`config.mk`:
```
export PLATFORM = sky130hd
export DESIGN_NAME = ddr2init_seq
export DESIGN_NICKNAME = d
export VERILOG_FILES = /design/src/rtl/ddr2init_pkg.sv /design/src/rtl/ddr2init_ctrl.sv /design/src/rtl/ddr2init_dpath.sv /design/src/rtl/ddr2init_seq.sv
export SDC_FILE = /design/constraint.sdc
export NUM_CORES = 1
export LEC_CHECK = 0
export CAP_MARGIN = 20
export CELL_PAD_IN_SITES_DETAIL_PLACEMENT = 0
export CELL_PAD_IN_SITES_GLOBAL_PLACEMENT = 1
export CORE_UTILIZATION = 25
export CTS_CLUSTER_SIZE = 14
export DETAILED_ROUTE_END_ITERATION = 8
export DONT_BUFFER_PORTS = 1
export GPL_ROUTABILITY_DRIVEN = 0
export PLACE_DENSITY_LB_ADDON = 0.2
export SYNTH_ARGS = -nofsm -noshare
export SYNTH_HDL_FRONTEND = slang
export SYNTH_SLANG_ARGS = --single-unit
```
`constraint.sdc`:
```
create_clock -name clk -period 2.2 [get_ports clk]
set_input_delay 0.33 -clock clk [delete_from_list [all_inputs] [get_ports clk]]
set_output_delay 0.33 -clock clk [all_outputs]
set_load 0.02 [all_outputs]
```
`src/rtl/ddr2init_pkg.sv`:
```
package ddr2init_pkg;

  typedef enum logic [3:0] {
    CMD_MRS = 4'b0000,
    CMD_REF = 4'b0001,
    CMD_PRE = 4'b0010,
    CMD_NOP = 4'b0111
  } cmd_t;

  typedef enum logic [1:0] {
    PH_PWRUP = 2'd0,
    PH_SEQ   = 2'd1,
    PH_CAL   = 2'd2,
    PH_DONE  = 2'd3
  } phase_t;

  localparam int STEP_W = 4;
  localparam logic [STEP_W-1:0] STEP_PRE1   = 4'd0;
  localparam logic [STEP_W-1:0] STEP_EMR2   = 4'd1;
  localparam logic [STEP_W-1:0] STEP_EMR3   = 4'd2;
  localparam logic [STEP_W-1:0] STEP_EMR1   = 4'd3;
  localparam logic [STEP_W-1:0] STEP_MRRST  = 4'd4;
  localparam logic [STEP_W-1:0] STEP_PRE2   = 4'd5;
  localparam logic [STEP_W-1:0] STEP_REF1   = 4'd6;
  localparam logic [STEP_W-1:0] STEP_REF2   = 4'd7;
  localparam logic [STEP_W-1:0] STEP_MRRUN  = 4'd8;
  localparam logic [STEP_W-1:0] STEP_OCDDEF = 4'd9;
  localparam logic [STEP_W-1:0] STEP_OCDEXT = 4'd10;
  localparam logic [STEP_W-1:0] STEP_END    = 4'd11;

  // Strobes from the control FSM to the datapath.
  typedef struct packed {
    logic              ckeOn;
    logic              issue;
    logic [STEP_W-1:0] step;
    logic              calSet;
    logic              doneSet;
  } seqStrobe_t;

endpackage

```
`src/rtl/ddr2init_ctrl.sv`:
```
module ddr2init_ctrl
  import ddr2init_pkg::*;
(
  input  logic       clk,
  input  logic       rst,
  input  logic       waitZero,
  input  logic       dllReady,
  input  logic       calAck,
  output seqStrobe_t strb
);

  phase_t            phase, phaseNext;
  logic [STEP_W-1:0] step, stepNext;

  always_ff @(posedge clk) begin
    if (rst) begin
      phase <= PH_PWRUP;
      step  <= STEP_PRE1;
    end else begin
      phase <= phaseNext;
      step  <= stepNext;
    end
  end

  always_comb begin
    phaseNext    = phase;
    stepNext     = step;
    strb         = '0;
    strb.step    = step;
    unique case (phase)
      PH_PWRUP: begin
        if (waitZero) begin
          strb.ckeOn = 1'b1;
          phaseNext  = PH_SEQ;
          stepNext   = STEP_PRE1;
        end
      end
      PH_SEQ: begin
        if (step == STEP_END) begin
          if (waitZero) begin
            strb.calSet = 1'b1;
            phaseNext   = PH_CAL;
          end
        end else if (waitZero && (step != STEP_OCDDEF || dllReady)) begin
          strb.issue = 1'b1;
          stepNext   = step + 1'b1;
        end
      end
      PH_CAL: begin
        if (calAck) begin
          strb.doneSet = 1'b1;
          phaseNext    = PH_DONE;
        end
      end
      PH_DONE: begin
        phaseNext = PH_DONE;
      end
      default: phaseNext = PH_PWRUP;
    endcase
  end

endmodule

```
`src/rtl/ddr2init_dpath.sv`:
```
module ddr2init_dpath
  import ddr2init_pkg::*;
#(
  parameter int          PWR_CYC    = 25000,
  parameter int          POST_CYC   = 50,
  parameter int          CNT_W      = 15,
  parameter int          T_MRD      = 2,
  parameter int          T_RP       = 3,
  parameter int          T_RFC      = 16,
  parameter int          DLL_WAIT   = 200,
  parameter int          ADDR_W     = 14,
  parameter int          BA_W       = 3,
  parameter int          AP_BIT     = 10,
  parameter int unsigned MR_VALUE   = 'h0242,
  parameter int unsigned EMR1_VALUE = 'h0004
) (
  input  logic              clk,
  input  logic              rst,
  input  seqStrobe_t        strb,
  output logic              waitZero,
  output logic              dllReady,
  output logic              cke,
  output logic [3:0]        cmdCode,
  output logic [BA_W-1:0]   bank,
  output logic [ADDR_W-1:0] addr,
  output logic              calReq,
  output logic              initDone
);

  localparam int DLL_W = $clog2(DLL_WAIT + 1);

  localparam logic [ADDR_W-1:0] DLLRST_BIT = ADDR_W'(1) << 8;
  localparam logic [ADDR_W-1:0] OCD_FIELD  = ADDR_W'(7) << 7;
  localparam logic [ADDR_W-1:0] ALLBANKS   = ADDR_W'(1) << AP_BIT;
  localparam logic [ADDR_W-1:0] MR_RUN     = ADDR_W'(MR_VALUE) & ~DLLRST_BIT;
  localparam logic [ADDR_W-1:0] MR_RESET   = MR_RUN | DLLRST_BIT;
  localparam logic [ADDR_W-1:0] EMR1_ON    = ADDR_W'(EMR1_VALUE) & ~ADDR_W'(1);
  localparam logic [ADDR_W-1:0] EMR1_OCD   = EMR1_ON | OCD_FIELD;
  localparam logic [ADDR_W-1:0] EMR1_EXIT  = EMR1_ON & ~OCD_FIELD;

  localparam logic [CNT_W-1:0] GAP_MRD  = CNT_W'(T_MRD);
  localparam logic [CNT_W-1:0] GAP_RP   = CNT_W'(T_RP);
  localparam logic [CNT_W-1:0] GAP_RFC  = CNT_W'(T_RFC);
  localparam logic [DLL_W-1:0] DLL_LAST = DLL_W'(DLL_WAIT - 1);

  cmd_t              stepCmd;
  logic [BA_W-1:0]   stepBank;
  logic [ADDR_W-1:0] stepAddr;
  logic [CNT_W-1:0]  stepGap;

  logic [CNT_W-1:0]  waitCnt;
  logic [DLL_W-1:0]  dllCnt;
  logic              dllRun;

  // Command contents for each step of the list.
  always_comb begin
    stepCmd  = CMD_MRS;
    stepBank = '0;
    stepAddr = '0;
    stepGap  = GAP_MRD;
    unique case (strb.step)
      STEP_PRE1, STEP_PRE2: begin
        stepCmd  = CMD_PRE;
        stepAddr = ALLBANKS;
        stepGap  = GAP_RP;
      end
      STEP_EMR2:   stepBank = BA_W'(2);
      STEP_EMR3:   stepBank = BA_W'(3);
      STEP_EMR1: begin
        stepBank = BA_W'(1);
        stepAddr = EMR1_ON;
      end
      STEP_MRRST:  stepAddr = MR_RESET;
      STEP_REF1, STEP_REF2: begin
        stepCmd = CMD_REF;
        stepGap = GAP_RFC;
      end
      STEP_MRRUN:  stepAddr = MR_RUN;
      STEP_OCDDEF: begin
        stepBank = BA_W'(1);
        stepAddr = EMR1_OCD;
      end
      STEP_OCDEXT: begin
        stepBank = BA_W'(1);
        stepAddr = EMR1_EXIT;
      end
      default: stepCmd = CMD_NOP;
    endcase
  end

  // Single reusable down-counter: power-up, post-CKE wait and command gaps.
  always_ff @(posedge clk) begin
    if (rst) begin
      waitCnt <= CNT_W'(PWR_CYC - 1);
    end else if (strb.ckeOn) begin
      waitCnt <= CNT_W'(POST_CYC - 1);
    end else if (strb.issue) begin
      waitCnt <= stepGap - CNT_W'(1);
    end else if (waitCnt != '0) begin
      waitCnt <= waitCnt - CNT_W'(1);
    end
  end

  assign waitZero = (waitCnt == '0);

  // Elapsed-cycle counter started by the DLL-reset mode load.
  always_ff @(posedge clk) begin
    if (rst) begin
      dllRun <= 1'b0;
      dllCnt <= '0;
    end else if (strb.issue && strb.step == STEP_MRRST) begin
      dllRun <= 1'b1;
      dllCnt <= '0;
    end else if (dllRun && dllCnt != DLL_LAST) begin
      dllCnt <= dllCnt + DLL_W'(1);
    end
  end

  assign dllReady = dllRun && (dllCnt == DLL_LAST);

  // Registered pin drivers.
  always_ff @(posedge clk) begin
    if (rst) begin
      cke      <= 1'b0;
      cmdCode  <= CMD_NOP;
      bank     <= '0;
      addr     <= '0;
      calReq   <= 1'b0;
      initDone <= 1'b0;
    end else begin
      if (strb.ckeOn) cke <= 1'b1;
      if (strb.issue) begin
        cmdCode <= stepCmd;
        bank    <= stepBank;
        addr    <= stepAddr;
      end else begin
        cmdCode <= CMD_NOP;
        bank    <= '0;
        addr    <= '0;
      end
      if (strb.calSet) calReq <= 1'b1;
      else if (strb.doneSet) calReq <= 1'b0;
      if (strb.doneSet) initDone <= 1'b1;
    end
  end

endmodule

```
`src/rtl/ddr2init_seq.sv`:
```
module ddr2init_seq
  import ddr2init_pkg::*;
#(
  parameter int          CLK_MHZ     = 125,
  parameter bit          SHORT_SIM   = 1'b0,
  parameter int          SIM_PWR_CYC = 1000,
  parameter int          T_MRD       = 2,
  parameter int          T_RP        = 3,
  parameter int          T_RFC       = 16,
  parameter int          DLL_WAIT    = 200,
  parameter int          ADDR_W      = 14,
  parameter int          BA_W        = 3,
  parameter int          AP_BIT      = 10,
  parameter int unsigned MR_VALUE    = 'h0242,
  parameter int unsigned EMR1_VALUE  = 'h0004
) (
  input  logic              clk,
  input  logic              rst,
  input  logic              calAck,
  output logic              cke,
  output logic [3:0]        cmdCode,
  output logic [BA_W-1:0]   bank,
  output logic [ADDR_W-1:0] addr,
  output logic              calReq,
  output logic              initDone
);

  localparam int PWR_CYC  = SHORT_SIM ? SIM_PWR_CYC : 200 * CLK_MHZ;
  localparam int POST_RAW = PWR_CYC / 500;
  localparam int POST_CYC = (POST_RAW < 1) ? 1 : POST_RAW;
  localparam int MAX_A    = (PWR_CYC > T_RFC) ? PWR_CYC : T_RFC;
  localparam int MAX_B    = (MAX_A > T_RP) ? MAX_A : T_RP;
  localparam int MAX_C    = (MAX_B > T_MRD) ? MAX_B : T_MRD;
  localparam int CNT_W    = $clog2(MAX_C + 1);

  seqStrobe_t strb;
  logic       waitZero;
  logic       dllReady;

  ddr2init_ctrl u_ctrl (
    .clk      (clk),
    .rst      (rst),
    .waitZero (waitZero),
    .dllReady (dllReady),
    .calAck   (calAck),
    .strb     (strb)
  );

  ddr2init_dpath #(
    .PWR_CYC    (PWR_CYC),
    .POST_CYC   (POST_CYC),
    .CNT_W      (CNT_W),
    .T_MRD      (T_MRD),
    .T_RP       (T_RP),
    .T_RFC      (T_RFC),
    .DLL_WAIT   (DLL_WAIT),
    .ADDR_W     (ADDR_W),
    .BA_W       (BA_W),
    .AP_BIT     (AP_BIT),
    .MR_VALUE   (MR_VALUE),
    .EMR1_VALUE (EMR1_VALUE)
  ) u_dpath (
    .clk      (clk),
    .rst      (rst),
    .strb     (strb),
    .waitZero (waitZero),
    .dllReady (dllReady),
    .cke      (cke),
    .cmdCode  (cmdCode),
    .bank     (bank),
    .addr     (addr),
    .calReq   (calReq),
    .initDone (initDone)
  );

endmodule

```
==> Word-level counts from Yosys, hierarchy flattened <==
Cells that the tools add are included.
{ "op_classes": {"div_mod_pow": 0, "add_sub_neg": 4, "mux": 27, "multipliers": 0, "n_shift": 0, "eq_ne": 23, "n_reduce_logical": 23, "order_cmp": 0, "bitwise": 1} }
{ "op_table": {"columns": ["op", "count"], "rows": [
  ["$pmux 11 s5", 1],
  ["$mux 15", 3],
  ["$eq 4x3->1 const B", 4],
  ["$eq 4x4->1 const B", 4],
  ["$logic_not 15->1", 1],
  ["$reduce_bool 15->1", 1],
  ["$sub 15x1->15 const B", 1],
  ["$mux 4", 3],
  ["$reduce_or 2->1", 6],
  ["$mux 1", 11],
  ["$pmux 5 s2", 1],
  ["$pmux 3 s3", 1],
  ["$add 8x1->8 const B", 1],
  ["$eq 4x2->1 const B", 2],
  ["$eq 8x8->1 const B", 1],
  ["$mux 2", 4],
  ["$ne 2x1->1 const B", 4],
  ["$ne 8x8->1 const B", 1],
  ["$pmux 2 s4", 1],
  ["$pmux 4 s2", 1],
  ["$reduce_and 4->1", 2],
  ["$reduce_or 7->1", 1],
  ["$pmux 2 s3", 1],
  ["$reduce_bool 2->1", 3],
  ["14 further kinds", 19]
]} }
{ "totals": {"mem_bits_ro": 0, "n_memories": 0, "ramBits": 0, "latchBits": 0, "output_inout_bits": 24, "regBits": 54, "wordCells": 90, "in_bits": 3} }

==> Depth between registers and ports, before layout <==
{ "depth": {"depth_word": 9, "ltp_mapped": 9, "depth_no_buf": 7} }

==> By module <==
From an unflattened synthesis, not the netlist that was laid out.
{ "unflattened": {"cells_unflattened": 277, "hier_area_um2": 2396.0} }
{ "modules_own_cells": {"columns": ["module", "instances", "cells_per_inst", "seq_area_each_um2", "area_per_inst_um2"], "rows": [
  ["ddr2init_dpath", 1, 235, 760.7, 2035.7],
  ["ddr2init_ctrl", 1, 42, 120.1, 360.3]
]} }

==> Worst setup path before layout <==
OpenSTA, ideal clock, no wires.
{ "synth_path": {"kind": "register -> register", "from": "register u_ctrl.step[0]", "to": "register u_dpath.addr[2]", "setup_ns": 0.080, "synth_period_minus_slack_ns": 2.295, "path_buffers": 3, "arrival_time_ns": 2.216, "stages_incl_launch_ff": 10, "t_required_ns": 2.120, "path_slack_ns": -0.095, "cell_sequence": "dfxtp_1 > ha_1 > buf_2 > and3b_1 > or3b_1 > buf_2 > or2_1 > or3_4 > buf_6 > a211oi_2"} }
{ "synth_via": {"elab_chain_cells": 8, "elab_cells_between_ends": 19, "classes_between": "eq/ne (8); mux (4); bitwise (1); reduce/logical (6)"} }
{ "synth_lines": {"columns": ["element", "line", "rtl"], "rows": [
  ["start, declared", "ddr2init_ctrl.sv:13", "logic [STEP_W-1:0] step, stepNext;"],
  ["start signal, assigned", "ddr2init_ctrl.sv:21", "step <= stepNext;"],
  ["$ne 4x4->1", "ddr2init_ctrl.sv:44", "end else if (waitZero && (step != STEP_OCDDEF || dllReady)) begin"],
  ["$logic_or 1x1->1", "ddr2init_ctrl.sv:44", null],
  ["$logic_and 1x1->1", "ddr2init_ctrl.sv:44", null],
  ["$mux 1", "ddr2init_ctrl.sv:44", null],
  ["$mux 1", "ddr2init_ctrl.sv:39", "if (step == STEP_END) begin"],
  ["$mux 1", "ddr2init_ctrl.sv:30", "unique case (phase)"],
  ["$not 1->1 (no line)", null, null],
  ["$reduce_or 2->1 (no line)", null, null],
  ["end signal, assigned", "ddr2init_dpath.sv:135", "addr <= stepAddr;"],
  ["end, declared", "ddr2init_dpath.sv:25", "output logic [ADDR_W-1:0] addr,"]
]} }
Parallel ways exist; a longest one is shown, timed or not.
A chain may end at the register's enable or synchronous reset.

==> Final worst setup path <==
Ends and elaborated chain as after synthesis.

==> metrics.md <==
| Metric | Value |
|---|---|
| CTS root buf | `clkbuf_8` |
| Cell area power density | `580.4 mW/mm^2` |
| Final Max Slew Viols | `0` |
| Die Y | `95.43 um` |
| Commonest non-fill, non-tap cell in the layout | `dfxtp_1` |
| Ys flop type | `dfxtp_1` |
| FF-to-FF Start | `u_ctrl.step[0]` |
| All-Layer GR Usage | `0.1210` |
| Lkg Pwr | `0.0008877 uW` |
| Min Tclk post-route | `roughly 2.1 ns` |
| Row cnt | `33` |
| Fin area | `0.002555 sq mm` |
| P_sw | `331.8 uW` |
| Placed Cells | `around 370` |
| Startpoint Class | `register` |
| Core ar. | `0.008341 sq mm` |
| Gate power share | `0.022` |
| Final Hold Fails | `0` |
| Crit-path max FO | `8` |
| DR pass1 iterations | `4` |
| Area grow syn2layout | `17.09%` |
| Antenna violations before repair | `0` |
| Slowest CP cell | `or3_4` |
| Critical Path RT | `between 2 and 2.5 ns` |
| Critical path buffers and inverters | `1` |
| Worst Hold Class | `input pin to register` |
| EDFF count, synth | `0` |
| Sequential area share after synthesis | `0.4037` |
| CP arrival | `2.37 ns` |
| Distinct cells, synth | `53` |
| Vias in the first global route | `1657` |
| Gr ovfl total | `0` |
| IO Pins | `27` |
| Hold_sp | `rst` |
| Switching fraction of total power | `0.2238` |
| Antenna-violating nets left | `0` |
| Starting Density | `0.2616` |
| Setup crit start | `u_ctrl.step[0]` |
| Setup crit end kind | `register` |
| Synthesized flop and latch total | `44` |
| ANT cells | `0` |
| Fin nets | `280` |
| Min setup slack post-route | `0.05393 ns` |
| Clock power frac | `0.435` |
| Pin count of the biggest net entering global routing | `27` |
| Status | `complete, no violations` |
| Critical-path cell list | `ha_4, and3b_2, or3b_4, or2_4, or3_4, buf_12, a211oi_2` |
| Most frequent cells in the layout | `42 x dfxtp_1, 29 x nor2_1, 22 x buf_4, 16 x nand2_1` |
| Initial DRC count | `73` |
| Share of cells above drive strength 1 | `0.1838` |
| Critical path's largest stage delay | `0.43 ns` |
| Unrepaired setup endpoints after global routing | `true` |
| Worst IR Drop VDD | `around 0.21 mV` |
| Port buffer count | `0` |
| Pre-CTS setup slack | `0.01627 ns` |
| First-pass GRT wire length | `~8300 um` |
| Max_cap viols | `0` |
| Via density | `4.727` |
| Finished Layout Cells | `377` |
| Reg power frac | `0.543` |
| Die width | `95.43 um` |
| CP delay by family, top | `simple AND/OR/NAND/NOR gates` |
| Final setup fails | `0` |
| Int Pwr | `1151 uW` |
| CTS tree | `done` |
| Average size of a mapped cell | `8.458 sq um` |
| Synth async-reset ratio | `0` |
| Vias | `roughly 1800` |
| Clock skew | `0.009667 ns` |
| Clock buffer count from CTS | `5` |
| Per-cell routed wire length | `13.50 um` |
| Area of the die | `slightly above 0.009 sq mm` |
| FMAX | `0.4660 GHz` |
| Clock sinks | `44` |
| Mapped cell area | `0.002182 sq mm` |
| Cells after Synth | `between 200 and 300` |
| # DRC | `0` |
| Layout Utilization | `0.3063` |
| Clk slew on worst S/H paths | `0.09 ns` |
| Final wirelength | `5090 um` |
| Final period utilization | `0.9755` |
| H-tree levels | `2` |
| Area after DPL | `about 0.0024 sq mm` |
| Ys Warns | `0` |
| Post-DP HPWL | `~3600 um` |
| Clock insertion delay at the later pin of the skew report | `0.30 ns` |
| Max Buffers Root-to-Sink | `2` |
| Worst setup path category | `register to register` |
[cell type report]
cell class,instances,area [sq um]
Timing Repair Buffer,23,185.2
Clock inverter,3,46.29
Tap cell,105,131.4
Fill cell,897,5786
Sequential cell,44,885.9
Inverter,9,33.78
Clock buffer,5,68.82
Multi-Input combinational cell,188,1204
[per-layer routing]
| metal | track usage | up-vias | part of all wire |
|---|---|---|---|
| met5 | 0 | - | 0 |
| met4 | 0.04104 | 0 | 0.014 |
| met3 | 0.03589 | 5 | 0.030 |
| met2 | 0.1810 | 28 | 0.44 |
| met1 | 0.1649 | 832 | 0.52 |
| li1 | - | 917 | - |
[through the flow]
step | power (uW) | hold slack, ns | TNS (ns)
floorplan | 868.9 | 0.4507 | -0.2000
CTS | 1513 | 0.06749 | 0
global route | 1559 | 0.05573 | -0.1650
finish | 1483 | 0.08503 | 0
detailed placement | 855.7 | 0.4060 | 0
global placement | 855.8 | 0.4060 | 0
[sequential cells by signal, indices dropped and copies added (netlist names)]
| register | flops |
|---|---|
| u_dpath.waitCnt | 15 |
| u_dpath.dllCnt | 8 |
| u_dpath.addr | 6 |
| u_ctrl.step | 4 |
| u_dpath.cmdCode | 3 |
| u_ctrl.phase | 2 |
| u_dpath.bank | 2 |
| u_dpath.calReq | 1 |
| u_dpath.cke | 1 |
| u_dpath.dllRun | 1 |
| u_dpath.initDone | 1 |
[power by group through the flow]
| stage | logic, uW | clock network, uW | registers, uW |
|---|---|---|---|
| 5_1_grt | 36.2 | 716 | 807 |
| 6_report | 32.4 | 645 | 806 |
| 4_1_cts | 32.2 | 676 | 805 |
| 3_3_place_gp | 32.0 | 0 | 824 |
| 2_1_floorplan | 46.5 | 0 | 822 |
| 3_5_place_dp | 32.0 | 0 | 824 |
[repair_timing]
| action | in CTS | in global routing |
|---|---|---|
| hold endpoints to repair | 0 | 0 |
| hold buffers | 0 | 0 |
| setup endpoints to repair | 1 | 14 |
| buffers inserted | 2 | 0 |
| pin swaps | 1 | 2 |
| resized for setup | 0 | 7 |
[cells by family (layout without fill, tap and decap cells)]
kind of cell | count (synthesis) | in the layout | share of synthesized area
AOI/OAI and AO/OA | 54 | 54 | 0.1663
adders and majority gates | 6 | 6 | 0.03440
other | 1 | 9 | 0.001719
muxes | 3 | 3 | 0.01376
DFF | 44 | 44 | 0.4037
buffers and inverters | 34 | 40 | 0.08199
and+or+nand+nor | 104 | 104 | 0.2500
xor gates and xnor gates | 12 | 12 | 0.04816
[cell usage after synthesis, drive strengths merged, types with 6 or more instances]
library cell  instances  share of area
a21oi                13          0.030
buf                  14          0.048
clkbuf               11          0.019
dfxtp                44           0.40
ha                    6          0.034
inv                   9          0.015
nand2                16          0.028
nand3                 7          0.016
nor2                 29          0.050
nor3                 13          0.030
nor4                  6          0.017
o21ai                12          0.028
xor2                  7          0.028
[worst paths after layout]
path,to,slack (ns),cells past startpoint
worst max-delay path,u_dpath.addr[2],0.05,7
worst min-delay path,u_dpath.cke,0.09,1
worst min register to register,u_dpath.waitCnt[12],0.48,2
worst max register to register,u_dpath.addr[2],0.05,7
Note: power is estimated with default switching activity, not from simulation.
